`src/rtl/mrs_seq_pkg.sv`:
```
package mrs_seq_pkg;
  typedef enum logic [2:0] {
    CMD_MRS = 3'b000,
    CMD_PRE = 3'b010,
    CMD_NOP = 3'b111
  } cmd_e;

  typedef enum logic [2:0] {
    ST_IDLE,
    ST_PRE,
    ST_WRP,
    ST_MRS,
    ST_WMRD
  } state_e;

  localparam int unsigned DLL_BIT = 8;
  localparam int unsigned AP_BIT  = 10;
endpackage

```
`src/rtl/mrs_seq_timer.sv`:
```
module mrs_seq_timer #(
  parameter int unsigned CW = 8
) (
  input  logic          clk_i,
  input  logic          rst_ni,
  input  logic          load_i,
  input  logic [CW-1:0] load_val_i,
  output logic          zero_o
);
  logic [CW-1:0] cnt_q;

  always_ff @(posedge clk_i or negedge rst_ni) begin
    if (!rst_ni)             cnt_q <= '0;
    else if (load_i)         cnt_q <= load_val_i;
    else if (cnt_q != '0)    cnt_q <= cnt_q - 1'b1;
  end

  assign zero_o = (cnt_q == '0);
endmodule

```
`src/rtl/mrs_seq_drv.sv`:
```
module mrs_seq_drv
  import mrs_seq_pkg::*;
#(
  parameter int unsigned AW = 13
) (
  input  state_e        state_i,
  input  logic          ext_i,
  input  logic [AW-1:0] val_i,
  output logic [2:0]    cmd_o,
  output logic [AW-1:0] addr_o,
  output logic [1:0]    ba_o
);
  always_comb begin
    cmd_o  = CMD_NOP;
    addr_o = '0;
    ba_o   = '0;
    unique case (state_i)
      ST_PRE: begin
        cmd_o          = CMD_PRE;
        addr_o[AP_BIT] = 1'b1;
      end
      ST_MRS: begin
        cmd_o  = CMD_MRS;
        addr_o = val_i;
        ba_o   = {1'b0, ext_i};
      end
      default: ;
    endcase
  end
endmodule

```
`src/rtl/mrs_seq.sv`:
```
module mrs_seq
  import mrs_seq_pkg::*;
#(
  parameter int unsigned AW    = 13,
  parameter int unsigned T_RP  = 3,
  parameter int unsigned T_MRD = 2,
  parameter int unsigned T_DLL = 200
) (
  input  logic          clk_i,
  input  logic          rst_ni,
  input  logic          req_i,
  input  logic          req_ext_i,
  input  logic [AW-1:0] req_val_i,
  input  logic          banks_idle_i,
  output logic          ack_o,
  output logic          ready_o,
  output logic [2:0]    cmd_o,
  output logic [AW-1:0] addr_o,
  output logic [1:0]    ba_o
);
  localparam int unsigned MAXW = T_MRD + T_DLL + T_RP;
  localparam int unsigned CW   = $clog2(MAXW + 1);
  localparam logic [CW-1:0] LD_RP   = CW'(T_RP - 2);
  localparam logic [CW-1:0] LD_MRD  = CW'(T_MRD - 2);
  localparam logic [CW-1:0] LD_LOCK = CW'(T_MRD + T_DLL - 2);

  state_e        state_q, state_d;
  logic          ext_q, dll_q;
  logic [AW-1:0] val_q;
  logic          tmr_load, tmr_zero;
  logic [CW-1:0] tmr_val;

  assign ready_o = (state_q == ST_IDLE);
  assign ack_o   = ready_o && req_i && banks_idle_i;

  always_comb begin
    state_d = state_q;
    unique case (state_q)
      ST_IDLE: if (ack_o)    state_d = ST_PRE;
      ST_PRE:                state_d = ST_WRP;
      ST_WRP:  if (tmr_zero) state_d = ST_MRS;
      ST_MRS:                state_d = ST_WMRD;
      ST_WMRD: if (tmr_zero) state_d = ST_IDLE;
      default:               state_d = ST_IDLE;
    endcase
  end

  always_ff @(posedge clk_i or negedge rst_ni) begin
    if (!rst_ni) begin
      state_q <= ST_IDLE;
      ext_q   <= 1'b0;
      dll_q   <= 1'b0;
      val_q   <= '0;
    end else begin
      state_q <= state_d;
      if (ack_o) begin
        ext_q <= req_ext_i;
        val_q <= req_val_i;
        // only the base register carries the DLL reset control
        dll_q <= !req_ext_i && req_val_i[DLL_BIT];
      end
    end
  end

  assign tmr_load = (state_q == ST_PRE) || (state_q == ST_MRS);
  assign tmr_val  = (state_q == ST_PRE) ? LD_RP : (dll_q ? LD_LOCK : LD_MRD);

  mrs_seq_timer #(.CW(CW)) u_timer (
    .clk_i      (clk_i),
    .rst_ni     (rst_ni),
    .load_i     (tmr_load),
    .load_val_i (tmr_val),
    .zero_o     (tmr_zero)
  );

  mrs_seq_drv #(.AW(AW)) u_drv (
    .state_i (state_q),
    .ext_i   (ext_q),
    .val_i   (val_q),
    .cmd_o   (cmd_o),
    .addr_o  (addr_o),
    .ba_o    (ba_o)
  );

  // elapsed-cycle counters for timing checks
  logic [CW-1:0] since_pre_q, since_mrs_q;
  always_ff @(posedge clk_i or negedge rst_ni) begin
    if (!rst_ni) begin
      since_pre_q <= '0;
      since_mrs_q <= '0;
    end else begin
      if (cmd_o == CMD_PRE)        since_pre_q <= CW'(1);
      else if (since_pre_q != '1)  since_pre_q <= since_pre_q + 1'b1;
      if (cmd_o == CMD_MRS)        since_mrs_q <= CW'(1);
      else if (since_mrs_q != '1)  since_mrs_q <= since_mrs_q + 1'b1;
    end
  end

  p_ack_gated_r1: assert property (@(posedge clk_i) disable iff (!rst_ni)
    ack_o |-> (banks_idle_i && ready_o));

  p_pre_after_ack_r2: assert property (@(posedge clk_i) disable iff (!rst_ni)
    ack_o |=> (cmd_o == CMD_PRE && addr_o[AP_BIT]));

  p_rp_window_r3: assert property (@(posedge clk_i) disable iff (!rst_ni)
    (cmd_o == CMD_MRS) |-> (since_pre_q >= CW'(T_RP)));

  p_mrd_window_r4: assert property (@(posedge clk_i) disable iff (!rst_ni)
    $rose(ready_o) |-> (since_mrs_q >= CW'(T_MRD)));

  p_busy_after_ack_r9: assert property (@(posedge clk_i) disable iff (!rst_ni)
    ack_o |=> !ready_o);
endmodule

```
`config.mk`:
```
export PLATFORM = sky130hd
export DESIGN_NAME = mrs_seq
export DESIGN_NICKNAME = d
export VERILOG_FILES = /design/src/rtl/mrs_seq_pkg.sv /design/src/rtl/mrs_seq_timer.sv /design/src/rtl/mrs_seq_drv.sv /design/src/rtl/mrs_seq.sv
export SDC_FILE = /design/constraint.sdc
export NUM_CORES = 1
export LEC_CHECK = 0
export BUFFER_PORTS_ARGS = -buffer_cell sky130_fd_sc_hd__buf_2
export CORE_MARGIN = 4
export CORE_UTILIZATION = 51
export CTS_CLUSTER_SIZE = 20
export DETAILED_ROUTE_END_ITERATION = 12
export HOLD_SLACK_MARGIN = 0.05
export PLACE_DENSITY = 0.79
export SYNTH_ARGS = -nofsm -noshare
export SYNTH_HDL_FRONTEND = slang
export SYNTH_SLANG_ARGS = --single-unit
```
`constraint.sdc`:
```
create_clock -name clk_i -period 1.7 [get_ports clk_i]
set_input_delay 0.34 -clock clk_i [delete_from_list [all_inputs] [get_ports clk_i]]
set_output_delay 0.34 -clock clk_i [all_outputs]
set_load 0.02 [all_outputs]
```
==> results of run 1 <==
==> worst max-delay path, stage by stage, from the launching register on <==
cell and delay (ns):
sky130_fd_sc_hd__dfrtp_2 0.47, sky130_fd_sc_hd__nor2b_4 0.21, sky130_fd_sc_hd__buf_6 0.16, sky130_fd_sc_hd__and3_1 0.20, sky130_fd_sc_hd__buf_6 0.13
==> cells in the mapped netlist, types with 2 or more instances <==
master	count
sky130_fd_sc_hd__dfrtp_1	26
sky130_fd_sc_hd__and3_1	14
sky130_fd_sc_hd__mux2_4	9
sky130_fd_sc_hd__mux2_2	6
sky130_fd_sc_hd__nor2_1	6
sky130_fd_sc_hd__inv_1	5
sky130_fd_sc_hd__nand2b_1	4
sky130_fd_sc_hd__clkbuf_1	3
sky130_fd_sc_hd__nor3_1	3
sky130_fd_sc_hd__a211oi_1	2
sky130_fd_sc_hd__buf_4	2
sky130_fd_sc_hd__ha_1	2
sky130_fd_sc_hd__nand3_1	2
sky130_fd_sc_hd__nand4b_1	2
sky130_fd_sc_hd__o211ai_1	2
sky130_fd_sc_hd__o21ai_0	2
sky130_fd_sc_hd__o311ai_1	2
==> layer usage <==
metal / part of all wire [%] / GRT usage (%) / vias up
met4: 1.5 / 4.75 / 0
met1: 41 / 24.9 / 581
li1: - / - / 529
met3: 6.1 / 7.13 / 9
met2: 51 / 33.6 / 54
met5: 0 / 0 / -
==> how the worst max path moves through the flow <==
stage	slack (ns)	to	start
3_5_place_dp	0.05	u_timer.cnt_q[1]	u_timer.cnt_q[0]
5_1_grt	-0.19	addr_o[5]	state_q[2]
2_1_floorplan	0.006	dll_q	state_q[0]
3_3_place_gp	0.13	u_timer.cnt_q[6]	u_timer.cnt_q[0]
4_1_cts	-0.08	addr_o[3]	state_q[2]
6_report	-0.13	addr_o[5]	state_q[2]
==> final cells by class <==
type	instances	share of cell area (%)
Multi-Input combinational cell	78	36.8
Tap cell	30	1.92
Clock buffer	3	1.15
Sequential cell	26	33.4
Inverter	6	1.15
Clock inverter	1	1.53
Timing Repair Buffer	55	24.0
==> cells by family after synthesis <==
family	count (synthesis)	synth area share, %
AOI/OAI and AO/OA	17	9.77
xor gates and xnor gates	1	0.634
adders and majority gates	2	1.81
buffers and inverters	15	6.51
DFF	26	47.1
muxes	15	14.7
other	1	0.271
and+or+nand+nor	42	19.3
==> through the flow <==
stage                     worst slack (ns)  instances  util, %  instance area, sq um
after floorplan                    0.00648        119        -                  1380
after global placement               0.134        182     63.0                  1590
after detailed placement            0.0470        182     63.0                  1590
after CTS                          -0.0773        197     73.9                  1860
after global routing                -0.189        199     77.7                  1960
final                               -0.133        199     77.7                  1960
==> registers in the layout, summed over array words and instances, names as in the netlist <==
register       flops
dll_q              1
ext_q              1
state_q            3
u_timer.cnt_q      8
val_q             13
==> what timing repair did <==
action	in CTS	in global routing
endpoints found under the setup margin	19	27
hold endpoints to repair	26	0
pin swaps	5	4
hold buffers	1	0
buffers inserted	10	2
cloned	0	0
resized for setup	38	21
==> where the power goes <==
part | internal, mW | total [mW] | switching, mW
clock | 0.239 | 0.441 | 0.202
sequential | 0.921 | 1.18 | 0.263
combinational | 0.998 | 1.85 | 0.856
==> flow_summary.rst, run 1 <==
.. list-table::
   :header-rows: 1

   * - Metric
     - Value
   * - Count of mapped cells out of synthesis
     - 119
   * - Outcome
     - finished with violations
   * - First-pass detailed-route iteration total
     - 4
   * - Worst Setup Slack, final
     - -0.133 ns
   * - Async SR Flop Fraction
     - 100%
   * - Count of standard-cell rows
     - 18
   * - Buffers from clock root to sink, at most
     - 2
   * - Category of the worst setup path capture point
     - output pin
   * - Die width
     - 60.1 microns
   * - Final setup skew
     - 0.0121 ns
   * - Worst-skew pair later-pin latency
     - 0.34 ns
   * - Req. time, crit path
     - 1.36 ns
   * - Signed area change from the synthesized netlist to the final layout
     - 41.7%
   * - Final period util
     - 108%
   * - CP Class
     - register to output pin
   * - End of the worst hold path
     - val_q[4]
   * - Worst IR drop on VDD
     - 0.00140 V
   * - Setup total negative slack
     - -1.12 ns
   * - Final nets
     - 190
   * - Area leader, netlist
     - sky130_fd_sc_hd__dfrtp_1
   * - Global route total overflow
     - 0
   * - Number of input and output port buffers inserted
     - 36
   * - Floorplan die area
     - 3610 sq um
   * - Number of instances on the worst hold path
     - 2
   * - Net Count, Synth
     - 139
   * - RR Startpoint
     - u_timer.cnt_q[0]
   * - Initial core utilization
     - 54.8%
   * - Hold path startpoint
     - req_val_i[4]
   * - Synth Register Bits
     - 26
   * - Power density over the cells
     - 1780 nW/um^2
   * - CTS Sinks
     - 26
   * - Worst R2R Setup Slack
     - -0.02 ns
   * - Cell count of the worst reg-to-reg path
     - 5
   * - Maximum number of pins on one net before global-route repair
     - 27
   * - Summed instance area of the synthesized netlist
     - 1380 sq um
   * - Total power consumption of the routed design
     - 3.48 mW
   * - Top fanout value on the critical path
     - 7
   * - Count of final hold-check violations
     - 0
   * - Post-Route Hold Slack
     - 0.211 ns
   * - Total I/O pin count
     - 38
   * - Top post-synthesis cells by area
     - sky130_fd_sc_hd__dfrtp_1 47%, sky130_fd_sc_hd__mux2_4 9.8%, sky130_fd_sc_hd__and3_1 6.3%
   * - Maximum achievable frequency
     - 0.546 GHz
   * - RSZ-0062 raised after global routing
     - yes
   * - Hold/Removal Path Class
     - input pin to register
   * - Routed vias
     - 1,173
   * - Multi-input combinational cell area
     - 722 sq um
   * - Antenna-violating nets left
     - 0
   * - Highest-count cells in the layout ignoring fill and taps
     - 23 x sky130_fd_sc_hd__dfrtp_1, 18 x sky130_fd_sc_hd__buf_2, 16 x sky130_fd_sc_hd__buf_6, 16 x sky130_fd_sc_hd__buf_4, 9 x sky130_fd_sc_hd__mux2_4
   * - CTS clk-pin slew, worst paths
     - 0.16 ns
   * - Drt first-iter violations
     - 39
   * - Number of setup violations in the final report
     - 14
   * - Final wirelength
     - 3630 microns
   * - DIE HEIGHT
     - 60.1 microns
   * - Number of fill cells in the layout
     - 159
   * - Top flip-flop cell by instance count after synthesis
     - sky130_fd_sc_hd__dfrtp_1
   * - Max-cap violation count
     - 0
   * - Relative max-transition margin
     - 61.3%
   * - CTS buffer count
     - 3
   * - Element type at the critical path start
     - register
   * - Total number of yosys warnings
     - 0
   * - FF/Latch Area
     - 654 sq um
   * - Fin. max-slew vios
     - 0
   * - Antenna diodes
     - 0
   * - Worst R2R End
     - u_timer.cnt_q[1]
   * - Clock tree from TritonCTS
     - yes
   * - Average cell area after synthesis
     - 11.6 sq um
   * - Root buffer cell
     - sky130_fd_sc_hd__clkbuf_4
   * - RePlAce Congestion
     - 0.923
   * - Number of flops mapped to enable cells by yosys
     - 0
   * - Core ar.
     - 2520 sq um
   * - Leakage
     - 0.927 nW
   * - Wire length of the first global-routing pass
     - 5340 microns
   * - Final min period
     - 1.83 ns
   * - DR vias/cell
     - 5.89
   * - CP Data Arrival Time
     - 1.49 ns
   * - Fraction of layout instances using a drive strength above 1
     - 56.8%
   * - Global Route Usage Sum
     - 20.2%
   * - Most common cell after layout, fill and taps aside
     - sky130_fd_sc_hd__dfrtp_1
   * - CTS H-tree depth
     - 1
   * - Sum of net half-perimeters after detailed placement
     - 2150 microns
   * - Portion of the post-synthesis area used by sequential elements
     - 47.1%
   * - Routed wire length per instance
     - 18.2 microns
   * - Violated checks
     - negative setup slack
   * - Slew at the pin closest to its max-slew limit
     - 0.580 ns
   * - Via count of the first global-routing pass
     - 1,135
   * - Share of the synthesized area in the top cell type
     - 47.1%
   * - Antenna violations before repair
     - 0
   * - Number of distinct library cells after synthesis
     - 44
   * - Number of remaining DRC errors
     - 0
Note: power is estimated with default switching activity, not from simulation.
==> inputs of run 2 (changes only) <==
Settings changed: BUFFER_PORTS_ARGS -buffer_cell sky130_fd_sc_hd__buf_2 to not set, CORE_MARGIN 4 to 2, CORE_UTILIZATION 51 to 55, DONT_BUFFER_PORTS set to 1, PLACE_DENSITY 0.79 to 0.71.
==> run 2 against run 1 <==
The run still ends with negative setup slack left. Combinational power is 11% lower. Final cell count decreased by 18%. Core utilization down 7.2 points. Clock power decreased by 4%. Sequential cell count is the same. Global-route usage up 0.72 points. Fmax is 4.8% higher. Largest cell class unchanged.
==> flow_summary.rst, run 2 (same netlist as run 1, synthesis figures left out) <==
.. list-table::
   :header-rows: 1

   * - Metric
     - Value
   * - Max FFs per register
     - 13 (unchanged)
   * - Global Route Usage Sum
     - 20.9% (was 20.2%)
   * - Portion of total power attributed to sequential cells
     - 36.1% (was 34.0%)
   * - Via count of the first global-routing pass
     - 946 (was 1,135)
   * - CTS H-tree depth
     - 1 (unchanged)
   * - Routed vias
     - 989 (was 1,173)
   * - Antenna-violating nets left
     - 0 (unchanged)
   * - Outcome
     - finished with violations (unchanged)
   * - Hold/Removal Path Class
     - input pin to register (unchanged)
   * - CP Data Arrival Time
     - 1.41 ns (was 1.49 ns)
   * - Number of setup violations in the final report
     - 17 (was 14)
   * - Highest-count cells in the layout ignoring fill and taps
     - 24 x sky130_fd_sc_hd__dfrtp_1, 14 x sky130_fd_sc_hd__and3_4, 12 x sky130_fd_sc_hd__buf_4 (was 23 x sky130_fd_sc_hd__dfrtp_1, 18 x sky130_fd_sc_hd__buf_2, 16 x sky130_fd_sc_hd__buf_6, 16 x sky130_fd_sc_hd__buf_4, 9 x sky130_fd_sc_hd__mux2_4)
   * - DR vias/cell
     - 6.03 (was 5.89)
   * - DIE HEIGHT
     - 54.1 microns (was 60.1 microns)
   * - Largest registers
     - val_q: 13 flops, u_timer.cnt_q: 8 flops, state_q: 3 flops (unchanged)
   * - Element type at the critical path start
     - register (unchanged)
   * - Clock tree from TritonCTS
     - yes (unchanged)
   * - First-pass detailed-route iteration total
     - 4 (unchanged)
   * - Multi-input combinational cell area
     - 754 sq um (was 722 sq um)
   * - Worst-skew pair later-pin latency
     - 0.32 ns (was 0.34 ns)
   * - Worst Setup Slack, final
     - -0.0494 ns (was -0.133 ns)
   * - Global Route met1 Usage
     - 30.1% (was 24.9%)
   * - Total internal power
     - 2.03 mW (was 2.16 mW)
   * - Final min period
     - 1.75 ns (was 1.83 ns)
   * - Count of final hold-check violations
     - 0 (unchanged)
   * - CTS buffer count
     - 3 (unchanged)
   * - Worst IR drop on VDD
     - 0.00127 V (was 0.00140 V)
   * - Share of power burned in the clock network
     - 13.1% (was 12.7%)
   * - Number of input and output port buffers inserted
     - 0 (was 36)
   * - Max-cap violation count
     - 0 (unchanged)
   * - CTS clk-pin slew, worst paths
     - 0.15 ns (was 0.16 ns)
   * - Most common cell after layout, fill and taps aside
     - sky130_fd_sc_hd__dfrtp_1 (unchanged)
   * - Count of standard-cell rows
     - 18 (unchanged)
   * - Global route total overflow
     - 0 (unchanged)
   * - Final nets
     - 155 (was 190)
   * - Req. time, crit path
     - 1.36 ns (about the same)
   * - Fraction of layout instances using a drive strength above 1
     - 49.3% (was 56.8%)
   * - Wire length of the first global-routing pass
     - 4420 microns (was 5340 microns)
   * - FF/Latch Area
     - 653 sq um (was 654 sq um)
   * - Total I/O pin count
     - 38 (unchanged)
   * - Antenna diodes
     - 0 (unchanged)
   * - Post-Route Hold Slack
     - 0.153 ns (was 0.211 ns)
   * - Final period util
     - 103% (was 108%)
   * - RePlAce Congestion
     - 0.830 (was 0.923)
   * - Signed area change from the synthesized netlist to the final layout
     - 24.1% (was 41.7%)
   * - GR peak layer
     - met2 (unchanged)
   * - Fin. max-slew vios
     - 0 (unchanged)
   * - Met2 track demand over resource
     - 33.3% (was 33.6%)
   * - Sum of net half-perimeters after detailed placement
     - 1940 microns (was 2150 microns)
   * - Die width
     - 54.1 microns (was 60.1 microns)
   * - Maximum number of pins on one net before global-route repair
     - 27 (unchanged)
   * - Met3 layer usage reported by global route
     - 3.33% (was 7.13%)
   * - Final standard cell utilization of the core
     - 70.5% (was 77.7%)
   * - Number of remaining DRC errors
     - 0 (unchanged)
   * - Top fanout value on the critical path
     - 6 (was 7)
   * - Number of fill cells in the layout
     - 173 (was 159)
   * - RSZ-0062 raised after global routing
     - yes (unchanged)
   * - Power density over the cells
     - 1890 nW/um^2 (was 1780 nW/um^2)
   * - Leakage
     - 0.750 nW (was 0.927 nW)
   * - Category of the worst setup path capture point
     - output pin (unchanged)
   * - Post-placement worst setup slack
     - 0.0693 ns (was 0.0470 ns)
   * - Net Sw Frac
     - 37.6% (was 38.0%)
   * - CP Class
     - register to output pin (unchanged)
   * - Initial core utilization
     - 56.8% (was 54.8%)
   * - Violated checks
     - negative setup slack (unchanged)
   * - Maximum achievable frequency
     - 0.572 GHz (was 0.546 GHz)
   * - Root buffer cell
     - sky130_fd_sc_hd__clkbuf_4 (unchanged)
   * - Core ar.
     - 2430 sq um (was 2520 sq um)
   * - Net switching power of the design
     - 1.22 mW (was 1.32 mW)
   * - CTS Sinks
     - 26 (unchanged)
   * - Antenna violations before repair
     - 0 (unchanged)
   * - Combinational power share
     - 50.8% (was 53.3%)
   * - Reg with most FFs
     - val_q (unchanged)
   * - Final wirelength
     - 3010 microns (was 3630 microns)
   * - Drt first-iter violations
     - 12 (was 39)
   * - Buffers from clock root to sink, at most
     - 2 (unchanged)
   * - Final setup skew
     - 0.00811 ns (was 0.0121 ns)
   * - Floorplan die area
     - 2930 sq um (was 3610 sq um)
   * - Routed wire length per instance
     - 18.4 microns (was 18.2 microns)
## run 2: cell count changes in the layout (fill, tap and decap cells not counted), moves of 4 or more
| cell | delta |
|---|---|
| sky130_fd_sc_hd__buf_2 | -18 |
| sky130_fd_sc_hd__buf_6 | -12 |
| sky130_fd_sc_hd__and3_1 | -6 |
| sky130_fd_sc_hd__and3_4 | +6 |
| sky130_fd_sc_hd__buf_4 | -4 |
## run 2: critical path: stages, from the launching register on
cell,delay (ns)
sky130_fd_sc_hd__dfrtp_2,0.49
sky130_fd_sc_hd__nor2b_4,0.22
sky130_fd_sc_hd__buf_4,0.17
sky130_fd_sc_hd__and3_4,0.22
## run 2: timing repair
| action | in CTS | in global routing |
|---|---|---|
| buffers inserted | 4 | 3 |
| gates cloned | 0 | 1 |
| endpoints found under the setup margin | 16 | 35 |
| hold buffers | 2 | 0 |
| gates resized for setup | 35 | 13 |
| pin swaps | 10 | 2 |
| endpoints found under the hold margin | 26 | 0 |
## run 2: worst paths after layout
check                              to  depth (start not counted)  slack, ns           from
setup / recovery            addr_o[2]                          3      -0.05     state_q[2]
hold / removal              val_q[11]                          1       0.15  req_val_i[11]
setup reg to reg             val_q[7]                          4       0.07     state_q[2]
hold reg to reg              val_q[8]                          1       0.53       val_q[8]
max in group asynchronous  state_q[2]                          2       1.10         rst_ni
min in group asynchronous   val_q[10]                          2       0.43         rst_ni
## run 2: power groups by stage
stage,clock network (mW),logic (mW),registers [mW]
floorplan,0,1.06,1.09
global route,0.465,1.79,1.21
global placement,0,1.30,1.12
finish,0.425,1.65,1.17
CTS,0.433,1.52,1.14
detailed placement,0,1.34,1.14
## run 2: area by class of cell
class / instances / area share (%)
Tap cell: 30 / 2.19
Clock buffer: 3 / 1.31
Multi-Input combinational cell: 78 / 44.0
Inverter: 6 / 1.31
Sequential cell: 26 / 38.1
Clock inverter: 1 / 1.75
Timing Repair Buffer: 20 / 11.4
## run 2: per-stage QoR
stage	cell area [sq um]	power (mW)	TNS [ns]	std cells
after floorplan	1380	2.15	0	119
after global placement	1450	2.41	0	151
after detailed placement	1450	2.47	0	151
after CTS	1660	3.10	-0.542	161
after global routing	1720	3.46	-1.79	164
final	1720	3.25	-0.550	164
## run 2: metal layers
layer	vias to the layer above	part of all wire, %	wire [microns]
met2	31	49	1490
met4	0	0.83	25
met1	491	45	1360
li1	465	-	-
met3	2	4.7	141
met5	-	0	0
==> inputs of run 3 (changes only) <==
Settings changed: SYNTH_HIERARCHICAL set to 1.
==> run 3 against run 2 <==
The flow now finishes without violations. Fmax increased by 3.6%. Synthesized cell count is 6.7% higher. Wire length rose by 1.5%. Via count grew 5.8%. Sequential share of layout area is 0.45 points lower. Global-route usage grew 0.83 points. Final area up 1.4%. Hold slack better by 0.016 ns. Sequential cell count stayed put. Clock-buffer cell count did not move. Die area up 2.8%. First-iteration DRC count is 42% higher.
==> flow_summary.rst, run 3 <==
.. list-table::
   :header-rows: 1

   * - Metric
     - Value
   * - Number of remaining DRC errors
     - 0 (unchanged)
   * - Req. time, crit path
     - 1.36 ns (about the same)
   * - Summed instance area of the synthesized netlist
     - 1420 sq um (was 1380 sq um)
   * - Highest-count cells in the layout ignoring fill and taps
     - 23 x sky130_fd_sc_hd__dfrtp_1, 15 x sky130_fd_sc_hd__buf_4, 13 x sky130_fd_sc_hd__and2_4 (was 24 x sky130_fd_sc_hd__dfrtp_1, 14 x sky130_fd_sc_hd__and3_4, 12 x sky130_fd_sc_hd__buf_4)
   * - Via count of the first global-routing pass
     - 979 (was 946)
   * - Element type at the critical path start
     - register (unchanged)
   * - DP Cell Count
     - 166 (was 151)
   * - Global route total overflow
     - 0 (unchanged)
   * - Count of standard-cell rows
     - 18 (unchanged)
   * - Multi-input combinational cell area
     - 757 sq um (was 754 sq um)
   * - CP Class
     - register to output pin (unchanged)
   * - RSZ-0062 raised after global routing
     - yes (unchanged)
   * - Max FFs per register
     - 13 (unchanged)
   * - Antenna violations before repair
     - 0 (unchanged)
   * - FF/Latch Area
     - 654 sq um (was 653 sq um)
   * - Total power consumption of the routed design
     - 2.96 mW (was 3.25 mW)
   * - Global Route Usage Sum
     - 21.7% (was 20.9%)
   * - Number of flops mapped to enable cells by yosys
     - 0 (unchanged)
   * - Final nets
     - 171 (was 155)
   * - Post-placement worst setup slack
     - -0.0398 ns (was 0.0693 ns)
   * - Final wirelength
     - 3060 microns (was 3010 microns)
   * - DIE HEIGHT
     - 54.9 microns (was 54.1 microns)
   * - Maximum achievable frequency
     - 0.592 GHz (was 0.572 GHz)
   * - Root buffer cell
     - sky130_fd_sc_hd__clkbuf_4 (unchanged)
   * - Outcome
     - finished clean (was finished with violations)
   * - CTS clk-pin slew, worst paths
     - 0.13 ns (was 0.15 ns)
   * - Drt first-iter violations
     - 17 (was 12)
   * - Combinational power share
     - 51.0% (was 50.8%)
   * - Initial core utilization
     - 58.0% (was 56.8%)
   * - Antenna diodes
     - 0 (unchanged)
   * - Relative max-transition margin
     - 64.1%
   * - Antenna-violating nets left
     - 0 (unchanged)
   * - Top fanout value on the critical path
     - 7 (was 6)
   * - Worst-skew pair later-pin latency
     - 0.30 ns (was 0.32 ns)
   * - Sum of net half-perimeters after detailed placement
     - 1950 microns (was 1940 microns)
   * - Number of setup violations in the final report
     - 0 (was 17)
   * - Fin. max-slew vios
     - 0 (unchanged)
   * - Max-cap violation count
     - 0 (unchanged)
   * - Net Sw Frac
     - 37.1% (was 37.6%)
   * - Hold/Removal Path Class
     - input pin to register (unchanged)
   * - Clock tree from TritonCTS
     - yes (unchanged)
   * - Floorplan die area
     - 3010 sq um (was 2930 sq um)
   * - First-pass detailed-route iteration total
     - 4 (unchanged)
   * - Count of final hold-check violations
     - 0 (unchanged)
   * - Number of fill cells in the layout
     - 173 (unchanged)
   * - Category of the worst setup path capture point
     - output pin (unchanged)
   * - Share of power burned in the clock network
     - 8.3% (was 13.1%)
   * - CP Data Arrival Time
     - 1.35 ns (was 1.41 ns)
   * - Die width
     - 54.9 microns (was 54.1 microns)
   * - Portion of the post-synthesis area used by sequential elements
     - 45.7% (was 47.1%)
   * - Most repeated cell in the gate-level netlist after synthesis
     - sky130_fd_sc_hd__dfrtp_1 (unchanged)
   * - Most frequent cells after synthesis
     - 26 x sky130_fd_sc_hd__dfrtp_1, 9 x sky130_fd_sc_hd__and2_4, 9 x sky130_fd_sc_hd__mux2_4 (was 26 x sky130_fd_sc_hd__dfrtp_1, 14 x sky130_fd_sc_hd__and3_1, 9 x sky130_fd_sc_hd__mux2_4)
   * - Async SR Flop Fraction
     - 100% (unchanged)
   * - Net switching power of the design
     - 1.10 mW (was 1.22 mW)
   * - Core ar.
     - 2450 sq um (was 2430 sq um)
   * - Final min period
     - 1.69 ns (was 1.75 ns)
   * - Power density over the cells
     - 1700 nW/um^2 (was 1890 nW/um^2)
   * - CTS buffer count
     - 3 (unchanged)
   * - CTS Sinks
     - 26 (unchanged)
   * - Signed area change from the synthesized netlist to the final layout
     - 22.1% (was 24.1%)
   * - Average cell area after synthesis
     - 11.2 sq um (was 11.6 sq um)
   * - Largest registers
     - val_q: 13 flops, u_timer/cnt_q: 8 flops, state_q: 3 flops (was val_q: 13 flops, u_timer.cnt_q: 8 flops, state_q: 3 flops)
   * - Area leader, netlist
     - sky130_fd_sc_hd__dfrtp_1 (unchanged)
   * - Maximum number of pins on one net before global-route repair
     - 27 (unchanged)
   * - Routed wire length per instance
     - 17.0 microns (was 18.4 microns)
   * - Setup total negative slack
     - 0 ns (was -0.550 ns)
   * - Portion of total power attributed to sequential cells
     - 40.6% (was 36.1%)
   * - Total number of yosys warnings
     - 6 (was 0)
   * - DR vias/cell
     - 5.81 (was 6.03)
   * - Final period util
     - 99.3% (was 103%)
   * - Synth Register Bits
     - 26 (unchanged)
   * - Buffers from clock root to sink, at most
     - 2 (unchanged)
   * - Count of mapped cells out of synthesis
     - 127 (was 119)
   * - Number of input and output port buffers inserted
     - 0 (unchanged)
   * - CTS H-tree depth
     - 1 (unchanged)
   * - Slowest stage cell, crit path
     - sky130_fd_sc_hd__dfrtp_2 (unchanged)
   * - Leakage
     - 0.750 nW (about the same)
   * - Total internal power
     - 1.86 mW (was 2.03 mW)
   * - Delay of the slowest cell on the worst path
     - 0.48 ns (was 0.49 ns)
   * - Share of the synthesized area in the top cell type
     - 45.7% (was 47.1%)
   * - Total I/O pin count
     - 38 (unchanged)
   * - Reg with most FFs
     - val_q (unchanged)
   * - Most common cell after layout, fill and taps aside
     - sky130_fd_sc_hd__dfrtp_1 (unchanged)
   * - Worst IR drop on VDD
     - 0.00104 V (was 0.00127 V)
   * - Series of cell instances along the critical path
     - and3b_2 > and2_4 (was nor2b_4 > buf_4 > and3_4)
   * - Routed vias
     - 1,046 (was 989)
   * - Slew at the pin closest to its max-slew limit
     - 0.534 ns
   * - RePlAce Congestion
     - 0.813 (was 0.830)
   * - Wire length of the first global-routing pass
     - 4600 microns (was 4420 microns)
   * - Worst Setup Slack, final
     - 0.0119 ns (was -0.0494 ns)
   * - Final setup skew
     - 0.00812 ns (was 0.00811 ns)
   * - Top post-synthesis cells by area
     - sky130_fd_sc_hd__dfrtp_1 46%, sky130_fd_sc_hd__mux2_4 9.5%, sky130_fd_sc_hd__and2_4 5.5% (was sky130_fd_sc_hd__dfrtp_1 47%, sky130_fd_sc_hd__mux2_4 9.8%, sky130_fd_sc_hd__and3_1 6.3%)
   * - Top flip-flop cell by instance count after synthesis
     - sky130_fd_sc_hd__dfrtp_1 (unchanged)
   * - Fraction of layout instances using a drive strength above 1
     - 46.7% (was 49.3%)
   * - Number of distinct library cells after synthesis
     - 43 (was 44)
   * - Fin cells
     - 180 (was 164)
-- run 3: cell types whose count changed after synthesis, sizes merged, moves of 2 or more --
cell    previous run  this run
a21oi              1         4
and2               0        13
and3              14         1
clkbuf             4         1
nand2              1         8
nand2b             4         1
nand4b             2         0
o211ai             2         0
o311ai             3         1
o31ai              1         3
-- run 3: final cells by class --
| type | count | area share (%) |
|---|---|---|
| clock buffer | 3 | 1.29 |
| tap | 30 | 2.16 |
| sequential | 26 | 37.6 |
| inverter | 5 | 1.08 |
| timing repair buffer | 23 | 14.3 |
| multi-input combinational | 93 | 43.5 |
-- run 3: power groups by stage --
stage,Combinational (mW),Clock [mW],Sequential [mW]
floorplan,0.929,0,1.15
global placement,1.22,0,1.16
detailed placement,1.26,0,1.18
CTS,1.46,0.253,1.18
global route,1.64,0.287,1.24
finish,1.51,0.247,1.20
-- run 3: cells by family (layout without fill, tap and decap cells) --
logic type,Yosys count,count (layout),share of synthesized area [%]
AND/OR/NAND/NOR,50,51,22.1
flip-flops,26,26,45.7
AO/OA/AOI/OAI,19,19,9.05
multiplexers,15,15,14.2
buffers and inverters,12,31,6.33
other,2,5,0.527
XOR/XNOR,2,2,1.23
adder cells (fa/ha/maj),1,1,0.879
-- run 3: metal layers --
layer,vias up,routed length [microns],GRT usage [%]
li1,491,-,-
met5,-,0,0
met2,38,1620,36.3
met1,513,1280,28.8
met3,4,130,3.55
met4,0,28,5.83
-- run 3: critical path, delay by kind of cell, from the launching register on --
family | cells | cell delay (ns)
simple gates | 2 | 0.57
flops | 1 | 0.48
-- run 3: timing repair --
item,in CTS,in global routing
cloned,1,0
endpoints found under the setup margin,16,35
gates resized for setup,12,10
hold endpoints to repair,26,0
pin swaps,2,9
hold buffers,2,0
setup buffers,8,1
-- run 3: final timing paths --
kind	startpoint	end	slack, ns	cells past startpoint
min in group asynchronous	rst_ni	val_q[11]	0.45	2
setup / recovery	state_q[2]	ba_o[0]	0.01	2
hold reg to reg	val_q[3]	val_q[3]	0.53	1
max in group asynchronous	rst_ni	state_q[1]	1.08	2
setup reg to reg	u_timer/cnt_q[1]	u_timer/cnt_q[4]	0.04	5
hold / removal	req_ext_i	ext_q	0.17	1
-- run 3: stage by stage --
step / utilization [%] / area [sq um] / hold slack (ns)
after global placement: 62.3 / 1530 / 0.0449
after CTS: 69.8 / 1710 / 0.167
final: 70.8 / 1740 / 0.169
after floorplan: - / 1440 / 0.0444
after global routing: 70.8 / 1740 / 0.131
after detailed placement: 62.3 / 1530 / 0.0450
